===== src/rtl/boot_wdg_pkg.sv =====
package boot_wdg_pkg;
  localparam int unsigned DW = 8;

  localparam int unsigned A_CTRL = 0;
  localparam int unsigned A_TMO  = 1;
  localparam int unsigned A_KICK = 2;

  localparam logic [DW-1:0] KICK_KEY = 8'h6B;

  localparam int unsigned B_EN_NORM  = 0;
  localparam int unsigned B_EN_RECOV = 1;
  localparam int unsigned B_LOCK     = 2;
  localparam int unsigned B_RST_EN   = 6;
  localparam int unsigned B_TMO_EN   = 7;

  typedef struct packed {
    logic tmo_en;
    logic rst_en;
    logic lock;
    logic en_recov;
    logic en_norm;
  } ctrl_t;
endpackage


===== src/rtl/boot_wdg_regs.sv =====
module boot_wdg_regs
  import boot_wdg_pkg::*;
#(
  parameter int unsigned AW = 2
) (
  input  logic          clk_i,
  input  logic          rst_ni,
  input  logic [AW-1:0] addr_i,
  input  logic [DW-1:0] wdata_i,
  input  logic          we_i,
  output ctrl_t         ctrl_o,
  output logic [DW-1:0] tmo_o,
  output logic          kick_o,
  output logic [DW-1:0] rdata_o
);
  ctrl_t         ctrl_q, ctrl_d;
  logic [DW-1:0] tmo_q;
  logic          wr_ctrl, wr_tmo;

  assign wr_ctrl = we_i && (addr_i == AW'(A_CTRL));
  assign wr_tmo  = we_i && (addr_i == AW'(A_TMO));
  assign kick_o  = we_i && (addr_i == AW'(A_KICK)) && (wdata_i == KICK_KEY);

  // lock keeps enables and itself set; only reset clears them
  always_comb begin
    ctrl_d = ctrl_q;
    if (wr_ctrl) begin
      ctrl_d.en_norm  = wdata_i[B_EN_NORM]  | (ctrl_q.lock & ctrl_q.en_norm);
      ctrl_d.en_recov = wdata_i[B_EN_RECOV] | (ctrl_q.lock & ctrl_q.en_recov);
      ctrl_d.lock     = wdata_i[B_LOCK]     | ctrl_q.lock;
      ctrl_d.rst_en   = wdata_i[B_RST_EN];
      ctrl_d.tmo_en   = wdata_i[B_TMO_EN];
    end
  end

  always_ff @(posedge clk_i or negedge rst_ni) begin
    if (!rst_ni) begin
      ctrl_q <= '0;
      tmo_q  <= '0;
    end else begin
      ctrl_q <= ctrl_d;
      if (wr_tmo) tmo_q <= wdata_i;
    end
  end

  always_comb begin
    rdata_o = '0;
    if (addr_i == AW'(A_CTRL)) begin
      rdata_o[B_EN_NORM]  = ctrl_q.en_norm;
      rdata_o[B_EN_RECOV] = ctrl_q.en_recov;
      rdata_o[B_LOCK]     = ctrl_q.lock;
      rdata_o[B_RST_EN]   = ctrl_q.rst_en;
      rdata_o[B_TMO_EN]   = ctrl_q.tmo_en;
    end else if (addr_i == AW'(A_TMO)) begin
      rdata_o = tmo_q;
    end
  end

  assign ctrl_o = ctrl_q;
  assign tmo_o  = tmo_q;

  p_lock_keep_r11: assert property (@(posedge clk_i) disable iff (!rst_ni)
    ctrl_q.lock |=> (ctrl_q.lock
                     && (ctrl_q.en_norm  || !$past(ctrl_q.en_norm))
                     && (ctrl_q.en_recov || !$past(ctrl_q.en_recov))));
endmodule


===== src/rtl/boot_wdg_tick.sv =====
module boot_wdg_tick #(
  parameter int unsigned TICK_DIV = 50_000_000
) (
  input  logic clk_i,
  input  logic rst_ni,
  input  logic run_i,
  input  logic clr_i,
  output logic tick_o
);
  localparam int unsigned PW = (TICK_DIV > 1) ? $clog2(TICK_DIV) : 1;

  logic [PW-1:0] pcnt_q;

  assign tick_o = run_i && (pcnt_q == PW'(TICK_DIV - 1));

  always_ff @(posedge clk_i or negedge rst_ni) begin
    if (!rst_ni)                         pcnt_q <= '0;
    else if (!run_i || clr_i || tick_o)  pcnt_q <= '0;
    else                                 pcnt_q <= pcnt_q + 1'b1;
  end

  p_tick_idle_r6: assert property (@(posedge clk_i) disable iff (!rst_ni)
    !run_i |=> (pcnt_q == '0));
endmodule


===== src/rtl/boot_wdg_core.sv =====
module boot_wdg_core
  import boot_wdg_pkg::*;
#(
  parameter int unsigned RST_PULSE = 16
) (
  input  logic          clk_i,
  input  logic          rst_ni,
  input  ctrl_t         ctrl_i,
  input  logic [DW-1:0] tmo_i,
  input  logic          kick_i,
  input  logic          tick_i,
  output logic          run_o,
  output logic          sys_rst_o,
  output logic          timeout_no,
  output logic          recov_o
);
  localparam int unsigned RCW = $clog2(RST_PULSE + 1);

  logic [DW-1:0]  cnt_q;
  logic [RCW-1:0] rcnt_q;
  logic           fired_q, tmo_nq, recov_q, expire;

  assign run_o  = (ctrl_i.en_norm || ctrl_i.en_recov) && !fired_q;
  assign expire = run_o && (cnt_q == '0);

  always_ff @(posedge clk_i or negedge rst_ni) begin
    if (!rst_ni) begin
      cnt_q   <= '0;
      rcnt_q  <= '0;
      fired_q <= 1'b0;
      tmo_nq  <= 1'b1;
      recov_q <= 1'b0;
    end else begin
      if (kick_i)                         cnt_q <= tmo_i;
      else if (tick_i && cnt_q != '0)     cnt_q <= cnt_q - 1'b1;

      if (expire && ctrl_i.rst_en)        rcnt_q <= RCW'(RST_PULSE);
      else if (rcnt_q != '0)              rcnt_q <= rcnt_q - 1'b1;

      if (expire) begin
        fired_q <= 1'b1;
        if (ctrl_i.tmo_en)   tmo_nq  <= 1'b0;
        if (ctrl_i.en_recov) recov_q <= 1'b1;
      end
    end
  end

  assign sys_rst_o  = (rcnt_q != '0);
  assign timeout_no = tmo_nq;
  assign recov_o    = recov_q;

  // pulse length checker
  logic [RCW-1:0] hi_q;
  always_ff @(posedge clk_i or negedge rst_ni) begin
    if (!rst_ni)        hi_q <= '0;
    else if (sys_rst_o) hi_q <= hi_q + 1'b1;
    else                hi_q <= '0;
  end

  p_rst_short_r8: assert property (@(posedge clk_i) disable iff (!rst_ni)
    sys_rst_o |-> (hi_q < RCW'(RST_PULSE)));
  p_rst_len_r8: assert property (@(posedge clk_i) disable iff (!rst_ni)
    $fell(sys_rst_o) |-> (hi_q == RCW'(RST_PULSE)));
  p_tmo_sticky_r9: assert property (@(posedge clk_i) disable iff (!rst_ni)
    !timeout_no |=> !timeout_no);
  p_recov_sticky_r10: assert property (@(posedge clk_i) disable iff (!rst_ni)
    recov_o |=> recov_o);
  p_kick_load_r3: assert property (@(posedge clk_i) disable iff (!rst_ni)
    kick_i |=> (cnt_q == $past(tmo_i)));
endmodule


===== src/rtl/boot_watchdog.sv =====
module boot_watchdog
  import boot_wdg_pkg::*;
#(
  parameter int unsigned AW        = 2,
  parameter int unsigned TICK_DIV  = 50_000_000,
  parameter int unsigned RST_PULSE = 16
) (
  input  logic          clk_i,
  input  logic          rst_ni,
  input  logic [AW-1:0] addr_i,
  input  logic [7:0]    wdata_i,
  input  logic          we_i,
  output logic [7:0]    rdata_o,
  output logic          sys_rst_o,
  output logic          timeout_no,
  output logic          recov_o
);
  ctrl_t         ctrl;
  logic [DW-1:0] tmo;
  logic          kick, run, tick;

  boot_wdg_regs #(.AW(AW)) u_regs (
    .clk_i   (clk_i),
    .rst_ni  (rst_ni),
    .addr_i  (addr_i),
    .wdata_i (wdata_i),
    .we_i    (we_i),
    .ctrl_o  (ctrl),
    .tmo_o   (tmo),
    .kick_o  (kick),
    .rdata_o (rdata_o)
  );

  boot_wdg_tick #(.TICK_DIV(TICK_DIV)) u_tick (
    .clk_i  (clk_i),
    .rst_ni (rst_ni),
    .run_i  (run),
    .clr_i  (kick),
    .tick_o (tick)
  );

  boot_wdg_core #(.RST_PULSE(RST_PULSE)) u_core (
    .clk_i      (clk_i),
    .rst_ni     (rst_ni),
    .ctrl_i     (ctrl),
    .tmo_i      (tmo),
    .kick_i     (kick),
    .tick_i     (tick),
    .run_o      (run),
    .sys_rst_o  (sys_rst_o),
    .timeout_no (timeout_no),
    .recov_o    (recov_o)
  );
endmodule


===== config.mk =====
export PLATFORM = sky130hd
export DESIGN_NAME = boot_watchdog
export DESIGN_NICKNAME = d
export VERILOG_FILES = /design/src/rtl/boot_wdg_pkg.sv /design/src/rtl/boot_wdg_regs.sv /design/src/rtl/boot_wdg_tick.sv /design/src/rtl/boot_wdg_core.sv /design/src/rtl/boot_watchdog.sv
export SDC_FILE = /design/constraint.sdc
export NUM_CORES = 1
export LEC_CHECK = 0
export ABC_AREA = 1
export BUFFER_PORTS_ARGS = -buffer_cell sky130_fd_sc_hd__buf_4
export CORE_UTILIZATION = 65
export DETAILED_ROUTE_END_ITERATION = 7
export GPL_TIMING_DRIVEN = 0
export PLACE_DENSITY = 0.85
export SYNTH_ARGS = -nofsm -noshare
export SYNTH_HDL_FRONTEND = slang
export SYNTH_SLANG_ARGS = --single-unit

===== constraint.sdc =====
create_clock -name clk_i -period 2.8 [get_ports clk_i]
set_clock_uncertainty 0.2 [all_clocks]
set_input_delay 0 -clock clk_i [delete_from_list [all_inputs] [get_ports clk_i]]
set_output_delay 0 -clock clk_i [all_outputs]
set_load 0.02 [all_outputs]

==> metrics.txt <==
Comb pwr share=25.2%; Power Internal=1.28 mW; Synth Warn #=0; type of the worst setup path=input pin to register; Mean Syn Cell Area=7.32 um^2; share of cells above drive strength 1=10.4%; Die Span Y=71.4 um; Largest delay share family, worst path=buffers and inverters; CP max-delay cell=dlygate4sd3_1; DRT Wirelength=7480 um; R2R setup slack=860 ps; synth unique cells=29; multi-input gate area in the final layout=1520 um^2; CP startpoint kind=input pin; Data arrival, critical path=2030 ps; fmax=0.495 GHz; switching share of power=33.6%; CTS Buffer Depth=2; number of setup buffers added after CTS=0; Post-route DRC=0; gpl congestion=0.890; root buffer cell=clkbuf_8; Max FO, Critical Path=10; Worst-path clk slew=100 ps; ys async rst share=100%; Setup crit start=we_i; DR vias/cell=5.52; Worst Hold Class=input pin to register; 1st-iter DRT viols=323; hold depth=4; Layout Cells excl Fill=524; RR Endpoint=u_core.rcnt_q[3]$_DFFE_PN0P_; Critical R2R Launch=u_core.cnt_q[3]$_DFFE_PN0P_; first-pass GRT wire length=12300 um; Synth Cell Area=3130 um^2; clock share of power=22.7%; drt wl/cell=14.3 um; Synth top area share=43.2%; fin area=3590 um^2; ranking of synthesized cells by area=dfrtp_1, nand2_1, nor2_1, inv_1, nand3_1; Hold Crit Start=addr_i[0]; site row count=24; CP dominant cell by count=dlygate4sd3_1; initial antenna violation count=0; worst vdd ir=0.602 mV; Main synth FF type=dfrtp_1; Tmin final=2020 ps; grt ovf=0; Syn Inst Count=427; fillcell total=302; Sequential cell area=1380 um^2; switching pwr=0.648 mW; Seq cells post-synth=55; clk_lat worst skew=320 ps; Min Hold Slack=22.1 ps; Die X=71.4 um; Leak=1.77 nW; Post-synth top cells=nand2_1, nor2_1, dfrtp_1, inv_1, nand3_1; Final nets=488; die area=5090 um^2; area grow syn2layout=14.7%; Post-DP HPWL=5100 um; Slew Limit Fails=0; clk sinks=55; area leader, netlist=dfrtp_1; placed cells=502; Post-synth EDFFs=0; Final Util=80.1%; CORE AREA=4470 um^2; H-tree levels=2; port bufs=23; Pwr Density=538 nW/um^2; CP max stage delay=580 ps; Seq pwr share=52.1%; status=finished, final reports clean; First-pass DRT Iterations=5; io pins=24; Hold Fails Final Rpt=0; length in cells of the worst reg-to-reg path=6; WP buf/inv=4; n_diodes=0; setup TNS=0 ps; Post-DRT Antenna Nets=0; max cap viols=0; vias in the first global route=2736; TritonCTS clock tree=built; vias=2892; Max-slew headroom=53.2%; crit end category=register; placed inst area=3360 um^2; Cell Chain, Critical Path=dlygate4sd3_1 > buf_4 > nand2_1 > clkbuf_1 > o21ai_0 > dlygate4sd3_1; most frequent cell after synthesis=nand2_1; Post-Syn Nets=444; effective utilization at floorplan=69.9%; Hold Path Sink=u_regs.ctrl_o[2]$_DFFE_PN0P_; RSZ-0062 raised after global routing=no; largest net degree at the start of global routing=56; total CTS buffers=5; Least-Margin Pin Slew=702 ps; count of final setup violators=0; Worst Path Required=2810 ps; total track usage=31.5%; sequential-to-total area share from yosys stat=44.1%; Final Cycle Share=72.1%
[metal layers]
metal	share of wire [%]	vias to the layer above	global-route usage (%)
li1	-	1404	-
met1	44	1351	42.6
met2	48	117	51.9
met3	6.4	20	5.49
met4	1.8	0	10.7
met5	0	-	0
[power groups by stage]
stage,clock [mW],sequential [mW],combinational [mW]
after floorplan,0,0.992,0.345
after global placement,0,1.01,0.433
after detailed placement,0,1.02,0.456
after CTS,0.438,1.00,0.479
after global routing,0.471,1.02,0.542
final,0.438,1.01,0.487
[worst max-delay path by stage]
stage                             endpoint  depth (start not counted)  slack, ps
2_1_floorplan  u_tick.pcnt_q[13]$_DFF_PN0_                          9       1110
3_3_place_gp   u_tick.pcnt_q[20]$_DFF_PN0_                          9        950
4_1_cts        u_regs.tmo_o[4]$_DFFE_PN0P_                          6        900
6_report       u_regs.tmo_o[4]$_DFFE_PN0P_                          6        780
5_1_grt        u_regs.tmo_o[1]$_DFFE_PN0P_                          6        720
3_5_place_dp    u_tick.pcnt_q[3]$_DFF_PN0_                          9        930
[sequential cells by signal (all words and copies together), names as in the netlist]
name               cells
u_regs.ctrl_o          5
u_regs.tmo_o           8
u_tick.pcnt_q         26
u_core.rcnt_q          5
u_core.cnt_q           8
u_core.timeout_no      1
u_core.recov_o         1
u_core.fired_q         1
[worst register-to-register path, cell delays in order (launching register included)]
cell and delay (ps):
dfrtp_1 440, nor2_1 240, nand4_1 270, nor2_1 330, nand2_1 200, nand3_1 110, inv_1 50
[kinds of logic after synthesis]
logic type / after synthesis / share of synthesized area (%)
AO/OA/AOI/OAI: 27 / 4.84
XOR/XNOR: 17 / 4.76
adder cells (fa/ha/maj): 4 / 1.60
buffers and inverters: 57 / 7.40
flip-flops: 55 / 44.1
multiplexers: 1 / 0.320
AND/OR/NAND/NOR: 266 / 37.0
[per-stage QoR]
| stage | setup WS (ps) | total power, mW |
|---|---|---|
| 4_1_cts | 899 | 1.92 |
| 3_3_place_gp | 949 | 1.44 |
| 2_1_floorplan | 1110 | 1.34 |
| 6_report | 781 | 1.93 |
| 5_1_grt | 723 | 2.03 |
| 3_5_place_dp | 928 | 1.47 |
[timing repair]
action,in CTS,in global routing
endpoints found under the hold margin,68,0
resized for setup,0,0
hold buffers,14,0
[final cells by class]
cell class	instances	share of cell area [%]
buffer	5	1.01
clock buffer	7	2.13
clock inverter	1	0.140
inverter	52	5.44
multi-input combinational	315	42.3
sequential	55	38.4
tap	52	1.81
timing repair buffer	37	8.72
[placed cells by master (no fill, tap or decap), drive strengths merged, types with 4 or more instances in the layout]
master / synthesis / final
dfrtp: 54 / 54
o21ai: 16 / 16
xor2: 9 / 9
nor3: 4 / 4
dlygate4sd3: 0 / 14
xnor2: 8 / 8
clkbuf: 1 / 8
ha: 4 / 4
nor2: 89 / 89
nand3: 31 / 31
a21oi: 4 / 4
inv: 52 / 52
buf: 4 / 27
nand2: 133 / 133
Power figures use the tool's default switching activity.
